==> config.mk <==
export PLATFORM = sky130hd
export DESIGN_NAME = p224_addsub
export DESIGN_NICKNAME = d
export VERILOG_FILES = /design/src/rtl/p224_pkg.sv /design/src/rtl/p224_limb_alu.sv /design/src/rtl/p224_fold_gen.sv /design/src/rtl/p224_seq.sv /design/src/rtl/p224_addsub.sv
export SDC_FILE = /design/constraint.sdc
export NUM_CORES = 2
export LEC_CHECK = 0
export CAP_MARGIN = 30
export CORE_AREA = 3 3 261 263
export CTS_CLUSTER_DIAMETER = 60
export DETAILED_ROUTE_END_ITERATION = 10
export DIE_AREA = 0 0 264 266
export PLACE_DENSITY = 0.82
export SYNTH_ARGS = -nofsm -noshare
export SYNTH_HDL_FRONTEND = slang
export SYNTH_SLANG_ARGS = --single-unit
==> constraint.sdc <==
create_clock -name clk -period 15.2 [get_ports clk]
set_input_delay 2.28 -clock clk [delete_from_list [all_inputs] [get_ports clk]]
set_output_delay 2.28 -clock clk [all_outputs]
set_load 0.005 [all_outputs]
==> src/rtl/p224_pkg.sv <==
package p224_pkg;
  localparam int LIMB_W    = 32;
  localparam int NUM_LIMBS = 7;
  localparam int FIELD_W   = LIMB_W * NUM_LIMBS;
  localparam int IDX_W     = $clog2(NUM_LIMBS);
  localparam int CARRY_W   = 3;
  localparam int OVF_W     = 2;
  localparam int PASSES    = 3;
  localparam int LATENCY   = PASSES * NUM_LIMBS;
  localparam int LAT_W     = $clog2(LATENCY + 1);

  typedef logic [LIMB_W-1:0] limb_t;
  typedef enum logic [1:0] {PH_SUM = 2'd0, PH_FOLD1 = 2'd1, PH_FOLD2 = 2'd2} phase_e;

  // Limb idx of ovf*(2^96-1), built with masks only
  function automatic limb_t fold_limb(input logic [OVF_W-1:0] ovf, input logic [IDX_W-1:0] idx);
    limb_t mask;
    limb_t ext;
    mask = {LIMB_W{|ovf}};
    ext  = limb_t'(ovf);
    case (idx)
      IDX_W'(0): fold_limb = limb_t'(0) - ext;
      IDX_W'(1): fold_limb = mask;
      IDX_W'(2): fold_limb = mask;
      IDX_W'(3): fold_limb = (ext - limb_t'(1)) & mask;
      default:   fold_limb = '0;
    endcase
  endfunction

  // Limb idx of 2p below bit 224; bit 224 of 2p is added to the overflow
  function automatic limb_t two_p_limb(input logic [IDX_W-1:0] idx);
    case (idx)
      IDX_W'(0): two_p_limb = limb_t'(2);
      IDX_W'(3): two_p_limb = {{(LIMB_W-1){1'b1}}, 1'b0};
      IDX_W'(4), IDX_W'(5), IDX_W'(6): two_p_limb = '1;
      default:   two_p_limb = '0;
    endcase
  endfunction
endpackage

==> src/rtl/p224_limb_alu.sv <==
module p224_limb_alu
  import p224_pkg::*;
(
  input  limb_t                      x,
  input  limb_t                      y,
  input  limb_t                      z,
  input  logic signed [CARRY_W-1:0]  cin,
  output limb_t                      sum,
  output logic signed [CARRY_W-1:0]  cout
);
  localparam int ACC_W = LIMB_W + CARRY_W;
  logic signed [ACC_W-1:0] acc;

  always_comb begin
    acc = $signed({{CARRY_W{1'b0}}, x}) + $signed({{CARRY_W{1'b0}}, y})
        - $signed({{CARRY_W{1'b0}}, z}) + $signed({{LIMB_W{cin[CARRY_W-1]}}, cin});
  end

  assign sum  = acc[LIMB_W-1:0];
  assign cout = acc[ACC_W-1:LIMB_W];
endmodule

==> src/rtl/p224_fold_gen.sv <==
module p224_fold_gen
  import p224_pkg::*;
(
  input  logic [OVF_W-1:0] ovf,
  input  logic [IDX_W-1:0] idx,
  output limb_t            k
);
  assign k = fold_limb(ovf, idx);
endmodule

==> src/rtl/p224_seq.sv <==
module p224_seq
  import p224_pkg::*;
(
  input  logic             clk,
  input  logic             rst_n,
  input  logic             start,
  output logic             busy,
  output logic             done,
  output logic             accept,
  output logic             first,
  output logic             last,
  output phase_e           phase,
  output logic [IDX_W-1:0] idx
);
  assign accept = start && !busy;
  assign first  = (idx == '0);
  assign last   = (idx == IDX_W'(NUM_LIMBS - 1));

  always_ff @(posedge clk or negedge rst_n) begin
    if (!rst_n) begin
      busy  <= 1'b0;
      done  <= 1'b0;
      phase <= PH_SUM;
      idx   <= '0;
    end else begin
      done <= 1'b0;
      if (accept) begin
        busy  <= 1'b1;
        phase <= PH_SUM;
        idx   <= '0;
      end else if (busy) begin
        if (last) begin
          idx <= '0;
          if (phase == PH_FOLD2) begin
            busy <= 1'b0;
            done <= 1'b1;
          end else begin
            phase <= phase_e'(phase + 2'd1);
          end
        end else begin
          idx <= idx + IDX_W'(1);
        end
      end
    end
  end

  // done lasts a single cycle
  a_r9_done_pulse: assert property (@(posedge clk) disable iff (!rst_n) done |=> !done);
endmodule

==> src/rtl/p224_addsub.sv <==
module p224_addsub
  import p224_pkg::*;
(
  input  logic               clk,
  input  logic               rst_n,
  input  logic               start,
  input  logic               sub,
  input  logic [FIELD_W-1:0] opa,
  input  logic [FIELD_W-1:0] opb,
  output logic               busy,
  output logic               done,
  output logic [FIELD_W-1:0] result
);
  logic [FIELD_W-1:0]       opa_q, opb_q, work_q;
  logic                     sub_q;
  logic signed [CARRY_W-1:0] carry_q;
  logic [OVF_W-1:0]         ovf1_q, ovf2_q;
  logic [LAT_W-1:0]         lat_cnt;

  logic             accept, first, last;
  phase_e           phase;
  logic [IDX_W-1:0] idx;

  p224_seq u_seq (
    .clk(clk), .rst_n(rst_n), .start(start), .busy(busy), .done(done),
    .accept(accept), .first(first), .last(last), .phase(phase), .idx(idx)
  );

  // Fold constant for the current fold pass
  logic [OVF_W-1:0] fold_ovf;
  limb_t            fold_k;
  assign fold_ovf = (phase == PH_FOLD1) ? ovf1_q : ovf2_q;

  p224_fold_gen u_fold (.ovf(fold_ovf), .idx(idx), .k(fold_k));

  // Operand selection for the limb ALU
  limb_t a_limb, b_limb, w_limb, alu_x, alu_y, alu_z, alu_sum;
  logic signed [CARRY_W-1:0] alu_cin, alu_cout;
  assign a_limb = opa_q[idx*LIMB_W +: LIMB_W];
  assign b_limb = opb_q[idx*LIMB_W +: LIMB_W];
  assign w_limb = work_q[idx*LIMB_W +: LIMB_W];

  always_comb begin
    if (phase == PH_SUM) begin
      alu_x = a_limb;
      alu_y = sub_q ? two_p_limb(idx) : b_limb;
      alu_z = sub_q ? b_limb : '0;
    end else begin
      alu_x = w_limb;
      alu_y = fold_k;
      alu_z = '0;
    end
  end
  assign alu_cin = first ? '0 : carry_q;

  p224_limb_alu u_alu (
    .x(alu_x), .y(alu_y), .z(alu_z), .cin(alu_cin), .sum(alu_sum), .cout(alu_cout)
  );

  // Named internal events for the assertions
  logic                end_sum, end_fold1, end_fold2;
  logic [CARRY_W-1:0]  alu_cout_u, sum_ovf;
  assign end_sum    = busy && (phase == PH_SUM)   && last;
  assign end_fold1  = busy && (phase == PH_FOLD1) && last;
  assign end_fold2  = busy && (phase == PH_FOLD2) && last;
  assign alu_cout_u = $unsigned(alu_cout);
  assign sum_ovf    = alu_cout_u + (sub_q ? CARRY_W'(1) : CARRY_W'(0));

  always_ff @(posedge clk or negedge rst_n) begin
    if (!rst_n) begin
      opa_q   <= '0;
      opb_q   <= '0;
      work_q  <= '0;
      sub_q   <= 1'b0;
      carry_q <= '0;
      ovf1_q  <= '0;
      ovf2_q  <= '0;
      lat_cnt <= '0;
    end else if (accept) begin
      opa_q   <= opa;
      opb_q   <= opb;
      sub_q   <= sub;
      lat_cnt <= '0;
    end else if (busy) begin
      work_q[idx*LIMB_W +: LIMB_W] <= alu_sum;
      carry_q <= alu_cout;
      lat_cnt <= lat_cnt + LAT_W'(1);
      if (end_sum)   ovf1_q <= sum_ovf[OVF_W-1:0];
      if (end_fold1) ovf2_q <= alu_cout_u[OVF_W-1:0];
    end
  end

  assign result = work_q;

  // first overflow range per operation
  a_r4_first_ovf: assert property (@(posedge clk) disable iff (!rst_n)
    end_sum |-> (sum_ovf <= (sub_q ? CARRY_W'(2) : CARRY_W'(1))));
  // second carry at most one, only after a non-zero first overflow
  a_r5_second_ovf: assert property (@(posedge clk) disable iff (!rst_n)
    end_fold1 |-> ((alu_cout_u <= CARRY_W'(1)) && (alu_cout_u == '0 || ovf1_q != '0)));
  // last pass never carries out of the field width
  a_r3_no_overflow: assert property (@(posedge clk) disable iff (!rst_n)
    end_fold2 |-> (alu_cout_u == '0));
  // fixed latency from accept to done
  a_r7_latency: assert property (@(posedge clk) disable iff (!rst_n)
    done |-> (lat_cnt == LAT_W'(LATENCY)));
  // start while busy leaves captured operands untouched
  a_r8_ignore_start: assert property (@(posedge clk) disable iff (!rst_n)
    (busy && start) |=> ($stable(opa_q) && $stable(opb_q) && $stable(sub_q)));
  // result holds while idle
  a_r9_hold: assert property (@(posedge clk) disable iff (!rst_n)
    (!busy && !start) |=> $stable(result));
endmodule

==> key figures <==
Status
  • Status: complete, no violations

Critical path
  • Critical Path Start Type: flip-flop
  • Worst stage delay on the critical path: 890 ps
  • Reg-to-Reg Start: u_seq.idx[0]
  • Crit end category: flip-flop
  • WP data arrival: approximately 10000 ps
  • Crit-path max FO: 40
  • Most used cell, CP: o21ai_0
  • Req. time, crit path: ~16000 ps
  • Crit-path slowest cell: dfrtp_4
  • Kind of critical path: reg2reg
  • Setup crit start: u_seq.idx[0]

Yosys
  • Mux contribution to synthesized area: 0.258
  • Syn_area_per_cell: about 12 µm²
  • Synth Instances: 2911
  • Netlist Area Pre-Place: 0.0353 mm²
  • Synth Area in Simple Gates: 0.0632
  • Top_reg_cell synth: dfrtp_1
  • Post-synthesis adder-cell area fraction: 0.0476
  • Number of flops mapped to enable cells by yosys: 0
  • Largest family of logic cells by synthesized area: multiplexers
  • Yosys top cell by area: dfrtp_1
  • Yosys top cell area share: 0.486
  • Flops & latches, synth: 687
  • Syn_nets: about 3500
  • Sequential cell area fraction in the yosys report: 0.486
  • Top cells by area, synth: dfrtp_1 (49%), mux2_2 (16%), mux4_2 (8.0%)
  • Synth Area in Compound Gates: 0.105
  • Ys async rst share: 1.00
  • Xor/xnor share of the synthesized area: 0.0153
  • Yosys warnings: 0
  • Unique cell type count in the Yosys netlist: 79

CTS
  • CTS tree: yes
  • CTS resizes: 0
  • Clk buf depth: 3
  • Root Buffer: clkbuf_16
  • Clock slew at reported path FFs: approximately 60 ps
  • Post-CTS Hold Buffers: 0
  • Post-CTS Setup Bufs: 0
  • Num CTS Buffers: 78
  • Htree depth: 3
  • Worst-Skew Late Latency: 660 ps
  • Clock sinks: 687

Final layout
  • # nets final: 4106
  • Layout cells sized above 1: 0.237
  • Commonest non-fill, non-tap cells in the layout: dfrtp_1 (684), clkdlybuf4s50_1 (676), mux2_2 (495), nand2_1 (337), o21ai_0 (245)
  • Layout Area Growth over Synthesis: 30.1%
  • Most common cell after layout, fill and taps aside: dfrtp_1
  • Final Util: 0.698

Global route
  • GR Layer Usage met1: 0.462
  • Gr usage total: 0.369
  • Vias in the first global route: 28655
  • First-pass GRT wire length: 191000 µm
  • Grt met2 use: 0.569
  • Antenna violations before repair: 59
  • Met3 Use GR: 0.103
  • Busiest grt layer: met2
  • Grt ovf: 0
  • Pin count of the biggest net entering global routing: 182

STA
  • Worst rel slew slack: 0.246
  • Max Clock Skew: ~45 ps
  • Fmax: 0.105 GHz
  • Ratio of final minimum period to clock period: 0.629
  • Worst hold slack: 498 ps
  • # setup viols final: 0
  • Slew @ Worst Pin: 1130 ps
  • RSZ-0062 raised after global routing: false
  • Post-layout minimum cycle time: about 9600 ps
  • Hold Fails Final Rpt: 0
  • Setup TNS: 0 ps
  • Slew Limit Fails: 0

Detailed routing
  • DR WL/cell: 29.3 µm
  • Drt first pass iters: 5
  • Post-Route WL: 133000 µm
  • Vias per cell: 6.27
  • Starting DRT DRC Count: ~3400
  • DRC: 0
  • Antenna-violating nets left: 0
  • Routed vias: 28366

Die
  • Die H: between 200 and 300 µm
  • Die width: 264 µm
  • Num rows: 94
  • Core ar.: 0.0659 mm²
  • Die area: 0.0702 mm²
  • Starting Density: 0.537
  • I/O pin cnt: 678

Placed design
  • Final Wtd Congestion: 0.942
  • DP Wirelength: between 90000 and 100000 µm
  • I/O Buffers: 677

Min path
  • Hold_sp: ovf2_q[0]
  • Hold Crit Class: reg2reg

Flow run
  • MaxCap Viol Count: 0
state kept, by name, summed over array words and instances, names as in the netlist:
signal       count
u_seq.phase      2
opb_q          224
u_seq.idx        3
carry_q          3
ovf2_q           2
u_seq.busy       1
result         224
u_seq.done       1
opa_q          224
ovf1_q           2
sub_q            1
layout make-up:
type	count	area, µm²
flip-flops and latches	687	17200
clock buffers	110	2220
well taps	864	1080
multi-input cells	2008	17300
repair buffers	736	7410
clock inverters	33	487
diodes	58	145
inverters	29	110
fillers	4598	19900
synth_stat cells, drive strengths merged, types with 34 or more instances:
| cell | n |
|---|---|
| mux4 | 125 |
| mux2 | 495 |
| buf | 38 |
| mux2i | 73 |
| a22o | 51 |
| fa | 34 |
| nor2 | 87 |
| a21oi | 178 |
| a21o | 42 |
| xnor2 | 42 |
| nand2 | 343 |
| o21ai | 249 |
| dfrtp | 687 |
| ha | 80 |
| clkbuf | 148 |
logic make-up after synthesis:
group,Yosys count
mux,693
flops,687
compound gates,611
simple gates,530
buf+inv,216
fa+ha+maj,114
xor+xnor,60
worst paths after layout:
| kind | end | slack, ps | cells past startpoint |
|---|---|---|---|
| min in group asynchronous | opa_q[155] | 1660 | 1 |
| min reg2reg | ovf2_q[0] | 500 | 2 |
| min | ovf2_q[0] | 500 | 2 |
| max in group asynchronous | opb_q[156] | 11690 | 4 |
| max | ovf1_q[1] | 5640 | 33 |
| max reg2reg | ovf1_q[1] | 5640 | 33 |
metal layers:
layer  wire, µm  part of all wire
met2      61700              0.47
met3      13700              0.10
met4       9620             0.073
met5         43           0.00032
met1      47500              0.36
worst max-delay path: cells and delay by family (launching register included):
| family | cells | cell delay, ps |
|---|---|---|
| flops | 1 | 890 |
| compound gates | 16 | 3400 |
| xor+xnor | 2 | 490 |
| buf+inv | 3 | 1080 |
| fa+ha+maj | 5 | 1960 |
| simple gates | 7 | 1590 |
through the flow:
stage,setup WS (ps),cells,area [µm²]
after floorplan,7660,2911,35300
after global placement,5930,4309,42900
after detailed placement,5870,4321,43100
after CTS,5760,4464,45800
after global routing,4930,4521,46000
final,5640,4525,46000
Power is not shown: default switching activity piles up to over one toggle a cycle in this logic, so the estimate is an artifact.
